## src/rtl/gp_timer.sv

```systemverilog
module gp_timer #(
  parameter int N_CMP = 5,
  parameter int N_CAP = 2,
  parameter int AW    = 8
) (
  input  logic             clk,
  input  logic             rst,
  input  logic             full_rst_req,
  input  logic             base_rst_req,
  input  logic             wr_en,
  input  logic [AW-1:0]    addr,
  input  logic [31:0]      wdata,
  output logic [31:0]      rdata,
  input  logic [N_CAP-1:0] cap_in,
  output logic             irq
);
  localparam int NST = N_CMP + N_CAP;
  localparam int CW  = 4 * N_CAP;
  localparam logic [AW-1:0] A_TB  = AW'(32'h00);
  localparam logic [AW-1:0] A_ST  = AW'(32'h04);
  localparam logic [AW-1:0] A_IEN = AW'(32'h08);
  localparam logic [AW-1:0] A_IMK = AW'(32'h0C);
  localparam logic [AW-1:0] A_CCT = AW'(32'h10);

  logic [31:0]      tb;
  logic [31:0]      cmp_val [N_CMP];
  logic [31:0]      cmp_msk [N_CMP];
  logic [31:0]      cap_val [N_CAP];
  logic [NST-1:0]   status, ien, imsk;
  logic [CW-1:0]    cap_ctl;
  logic [N_CAP-1:0] s1, s2, s3, cap_ev;
  logic [N_CMP-1:0] hit, hit_q;

  wire clear_all = rst | full_rst_req;
  wire wr_tb     = wr_en && addr == A_TB;
  wire [NST-1:0] clr = (wr_en && addr == A_ST) ? wdata[NST-1:0] : '0;
  wire [NST-1:0] set = {cap_ev, hit & ~hit_q};

  always_comb
    for (int c = 0; c < N_CMP; c++)
      hit[c] = ((tb ^ cmp_val[c]) & ~cmp_msk[c]) == 32'd0;

  always_comb
    for (int k = 0; k < N_CAP; k++)
      cap_ev[k] = cap_ctl[4*k] & ((cap_ctl[4*k+1] & s2[k] & ~s3[k]) |
                                  (cap_ctl[4*k+2] & ~s2[k] & s3[k]));

  always_ff @(posedge clk) begin
    if (clear_all) begin
      tb      <= '0;
      status  <= '0;
      ien     <= '0;
      imsk    <= '0;
      cap_ctl <= '0;
      hit_q   <= '0;
      s1      <= '0;
      s2      <= '0;
      s3      <= '0;
      for (int c = 0; c < N_CMP; c++) begin
        cmp_val[c] <= '0;
        cmp_msk[c] <= '0;
      end
      for (int k = 0; k < N_CAP; k++) cap_val[k] <= '0;
    end else begin
      if (base_rst_req)  tb <= '0;
      else if (wr_tb)    tb <= wdata;
      else               tb <= tb + 32'd1;
      status <= (status & ~clr) | set;
      hit_q  <= hit;
      s1     <= cap_in;
      s2     <= s1;
      s3     <= s2;
      if (wr_en && addr == A_IEN) ien     <= wdata[NST-1:0];
      if (wr_en && addr == A_IMK) imsk    <= wdata[NST-1:0];
      if (wr_en && addr == A_CCT) cap_ctl <= wdata[CW-1:0];
      for (int c = 0; c < N_CMP; c++) begin
        if (wr_en && addr == AW'(32'h80 + 4*c)) cmp_val[c] <= wdata;
        if (wr_en && addr == AW'(32'hC0 + 4*c)) cmp_msk[c] <= wdata;
      end
      for (int k = 0; k < N_CAP; k++)
        if (cap_ev[k]) cap_val[k] <= tb;
    end
  end

  always_comb begin
    rdata = '0;
    case (addr)
      A_TB:    rdata = tb;
      A_ST:    rdata = 32'(status);
      A_IEN:   rdata = 32'(ien);
      A_IMK:   rdata = 32'(imsk);
      A_CCT:   rdata = 32'(cap_ctl);
      default: ;
    endcase
    for (int k = 0; k < N_CAP; k++)
      if (addr == AW'(32'h20 + 4*k)) rdata = cap_val[k];
    for (int c = 0; c < N_CMP; c++) begin
      if (addr == AW'(32'h80 + 4*c)) rdata = cmp_val[c];
      if (addr == AW'(32'hC0 + 4*c)) rdata = cmp_msk[c];
    end
  end

  assign irq = |(status & ien & ~imsk);


  tb_inc_chk: assert property (@(posedge clk) disable iff (rst)
    (!full_rst_req && !base_rst_req && !wr_tb) |=> tb == $past(tb) + 32'd1);


  tb_load_chk: assert property (@(posedge clk) disable iff (rst)
    (!full_rst_req && !base_rst_req && wr_tb) |=> tb == $past(wdata));


  tb_clear_chk: assert property (@(posedge clk) disable iff (rst)
    base_rst_req |=> tb == 32'd0);


  hit_flag_chk: assert property (@(posedge clk) disable iff (rst)
    !full_rst_req |=>
      (status[N_CMP-1:0] & $past(hit & ~hit_q)) == $past(hit & ~hit_q));


  quiet_irq_chk: assert property (@(posedge clk) disable iff (rst)
    (status == '0) |-> !irq);
endmodule

```

## config.mk

```make
export PLATFORM = sky130hd
export DESIGN_NAME = gp_timer
export DESIGN_NICKNAME = d
export VERILOG_FILES = /design/src/rtl/gp_timer.sv
export SDC_FILE = /design/constraint.sdc
export NUM_CORES = 1
export LEC_CHECK = 0
export BUFFER_PORTS_ARGS = -buffer_cell sky130_fd_sc_hd__buf_2
export CAP_MARGIN = 20
export CORE_MARGIN = 8
export CORE_UTILIZATION = 52
export CTS_CLUSTER_DIAMETER = 40
export DETAILED_ROUTE_END_ITERATION = 12
export GPL_TIMING_DRIVEN = 0
export PLACE_DENSITY = 0.77
export SLEW_MARGIN = 20
export SYNTH_ARGS = -nofsm -noshare
export SYNTH_HDL_FRONTEND = slang
export SYNTH_SLANG_ARGS = --single-unit
```

## constraint.sdc

```tcl
create_clock -name clk -period 4.2 [get_ports clk]
set_clock_uncertainty 0.2 [all_clocks]
set_input_delay 0.21 -clock clk [delete_from_list [all_inputs] [get_ports clk]]
set_output_delay 0.21 -clock clk [all_outputs]
set_load 0.1 [all_outputs]
```

==> results.toml <==
[run_status]
status = "finished, violations left"
violations = "negative setup slack"

[sta]
hold_viol = 0
rsz0062_at_grt = "false"
slew-limit-headroom = 0.109
worst_pin_slew_ns = 1.34
fin_crit_ns = 4.37
timing.final.crit_share = 1.04
fmax_mhz = 229
maxSlewViolCount = 0
hold_ws_ns = 0.0509
finalWorstSetupSlack_ns = -0.173
setup_violations = 13

[synthesis]
synth_area_leader_cell = "edfxtp_1"
avgSynthCellArea_sq_um = 11.5
syn_inst = 1954
synthTopCellsByArea = "edfxtp_1, xnor2_1, dfxtp_1"
ys_async_sr_fraction = 0
ys.flop_type = "edfxtp_1"
synth-edff-count = 384
synth_cell_types = 87
synth_area_sq_um = 22500
synth_nets = 2002
yosys_warnings = 0
synth_top_area_share = 0.512
ys_ff_latch = 456
ys_seq_area_frac = 0.576

[flow_run]
drv_cap = 0

[worst_setup_path]
crit_arrival_ns = 3.96
startpoint = "addr[6]"
worstSetupPathType = "in2out"
crit_required_ns = 3.79
reg2regPathDepth = 6
critical_path.endpoint_type = "output port"
start_kind = "input pin"
crit_path_max_fanout = 10
reg2reg_from = "tb[6]$_SDFF_PP0_"

[route]
vias = 20400
top_layer = "met5"
avgViaCountPerCell = 7.27
drt_first_pass_iters = 7
drt-met1-wl_mm = 39.3
wl_per_cell_um = 40.9
wl_met2_mm = 45.9
ant_nets = 0
wirelength_mm = 115
first_iter_violations = 3889
route.detailed.drc = 0
met3_length_mm = 18.3

[min_path]
min-delay-start = "full_rst_req"
whs_path_depth = 3
hold_path.class = "in2reg"

[finish]
syn_to_final_growth_pct = 19.2
layout_common_cells = "edfxtp_1, xnor2_1, a21oi_1"
final_common_cell = "edfxtp_1"
final_util = 0.626
layout-drive-gt1-share = 0.159
nNetsFinal = 2208

[power_and_ir_drop]
power_mw = 11.9
p_int_mw = 8.75
power_switching_mw = 3.17
ir_worst_vdd_v = 0.000386
pwr-share-clk = 0.473
switching_share = 0.266
power_density_nw_per_um2 = 444
leakagePower_nw = 9.43
pwr-share-seq = 0.441
p_comb_frac = 0.086

[clock_tree]
clkSlewWorstSetupHoldPaths_ns = 0.05
clock_sinks = 456
root_buffer = "clkbuf_16"
clkLatencyLatePin_ns = 0.63
cts_made_buffers = 69
cts_tree = "done"
htreeDepth = 3
clock_path_buffers = 3

[placement]
gp_congestion = 1.08
place_ws_ns = -0.182
portBuffers = 78
dp_hpwl_mm = 79.9

[die]
die-area_sq_um = 50300
core_region_area_sq_um = 42900
num_rows = 76
pin_count = 80
die_h_um = 224
initial_core_util = 0.526
die_w_um = 224

[global_routing]
grt-ovfl-total = 0
grt_pass1_wl_mm = 154
grt_pass1_vias = 19200
antenna_found_initial = 5
grt_max_degree = 33
grt.total_usage = 0.447
## power by group through the flow
stage | logic, mW | clock network, mW | registers, mW
3_3_place_gp | 0.871 | 0 | 5.35
5_1_grt | 1.01 | 5.78 | 5.26
4_1_cts | 0.956 | 5.59 | 5.24
2_1_floorplan | 0.459 | 0 | 5.27
3_5_place_dp | 0.925 | 0 | 5.33
6_report | 1.03 | 5.64 | 5.25
## cells in the mapped netlist (all sizes together), types with 7 or more instances
cell     number
nor3         28
nand2       111
o22ai        98
buf          70
o2bb2ai      15
nand3        58
xnor2       167
a31oi         7
o211ai        8
and3          9
nor4         29
edfxtp      384
nand4        23
nand2b        9
a221oi        8
clkbuf       77
and3b         7
o221ai       15
xor2         17
a22oi        23
mux2         27
o22a         12
or2           7
o31ai        22
nor3b         8
a21oi       142
o32ai         7
and2        106
o21ai        89
nand3b        7
mux2i        54
a211oi       22
nor2        110
dfxtp        72
nor2b        15
## logic make-up after synthesis
| logic type | synth area share |
|---|---|
| muxes | 0.0405 |
| adders and majority gates | 0.000555 |
| xor gates and xnor gates | 0.0715 |
| and+or+nand+nor | 0.133 |
| DFF | 0.576 |
| buffers and inverters | 0.0295 |
| AOI/OAI and AO/OA | 0.149 |
## worst paths after layout
| check | to | slack, ns |
|---|---|---|
| worst min-delay path | s2[1]$_SDFF_PP0_ | 0.05 |
| worst max register to register | status[4]$_SDFF_PP0_ | 0.58 |
| worst min register to register | status[2]$_SDFF_PP0_ | 0.21 |
| worst max-delay path | rdata[30] | -0.17 |
## critical path, cell delays in order
cell      delay [ns]
buf_2           0.10
buf_2           0.25
and4bb_1        0.64
clkbuf_1        0.90
nand2_1         0.44
clkbuf_1        0.60
o21ai_0         0.37
o22ai_1         0.12
buf_2           0.31
## area by class of cell
class	instances	area (sq um)
buffer	147	654
timing repair buffer	135	1190
multi-input combinational	1344	9030
sequential	456	13000
fill	3348	16000
tap	585	732
inverter	7	26.3
antenna	11	27.5
clock buffer	77	1790
clock inverter	46	445
## sequential cells by signal, indices dropped and copies added (netlist names)
name	cells
ien	7
cap_val	64
cmp_msk	160
s1	2
s2	2
s3	2
cmp_val	160
hit_q	5
tb	32
cap_ctl	8
status	7
imsk	7
## routing by layer
layer  vias to the layer above  GRT usage
met2                      2136      0.625
li1                       7881          -
met4                         2      0.343
met3                       597      0.186
met1                      9802      0.544
met5                         -          0
## timing repair
action | 4_1_cts | 5_1_grt
endpoints found under the hold margin | 368 | 0
buffers inserted | 1 | 0
hold buffers | 37 | 0
setup endpoints to repair | 5 | 0
resized for setup | 1 | 0
## per-stage QoR
| step | cell area, sq um | instances | TNS (ns) |
|---|---|---|---|
| 6_report | 26900 | 2808 | -1.37 |
| 5_1_grt | 26800 | 2797 | 0 |
| 3_5_place_dp | 24200 | 2635 | -0.510 |
| 4_1_cts | 26800 | 2796 | 0 |
| 2_1_floorplan | 22500 | 1954 | 0 |
| 3_3_place_gp | 23700 | 2617 | -905.00 |
(Power assumes the default switching activity.)
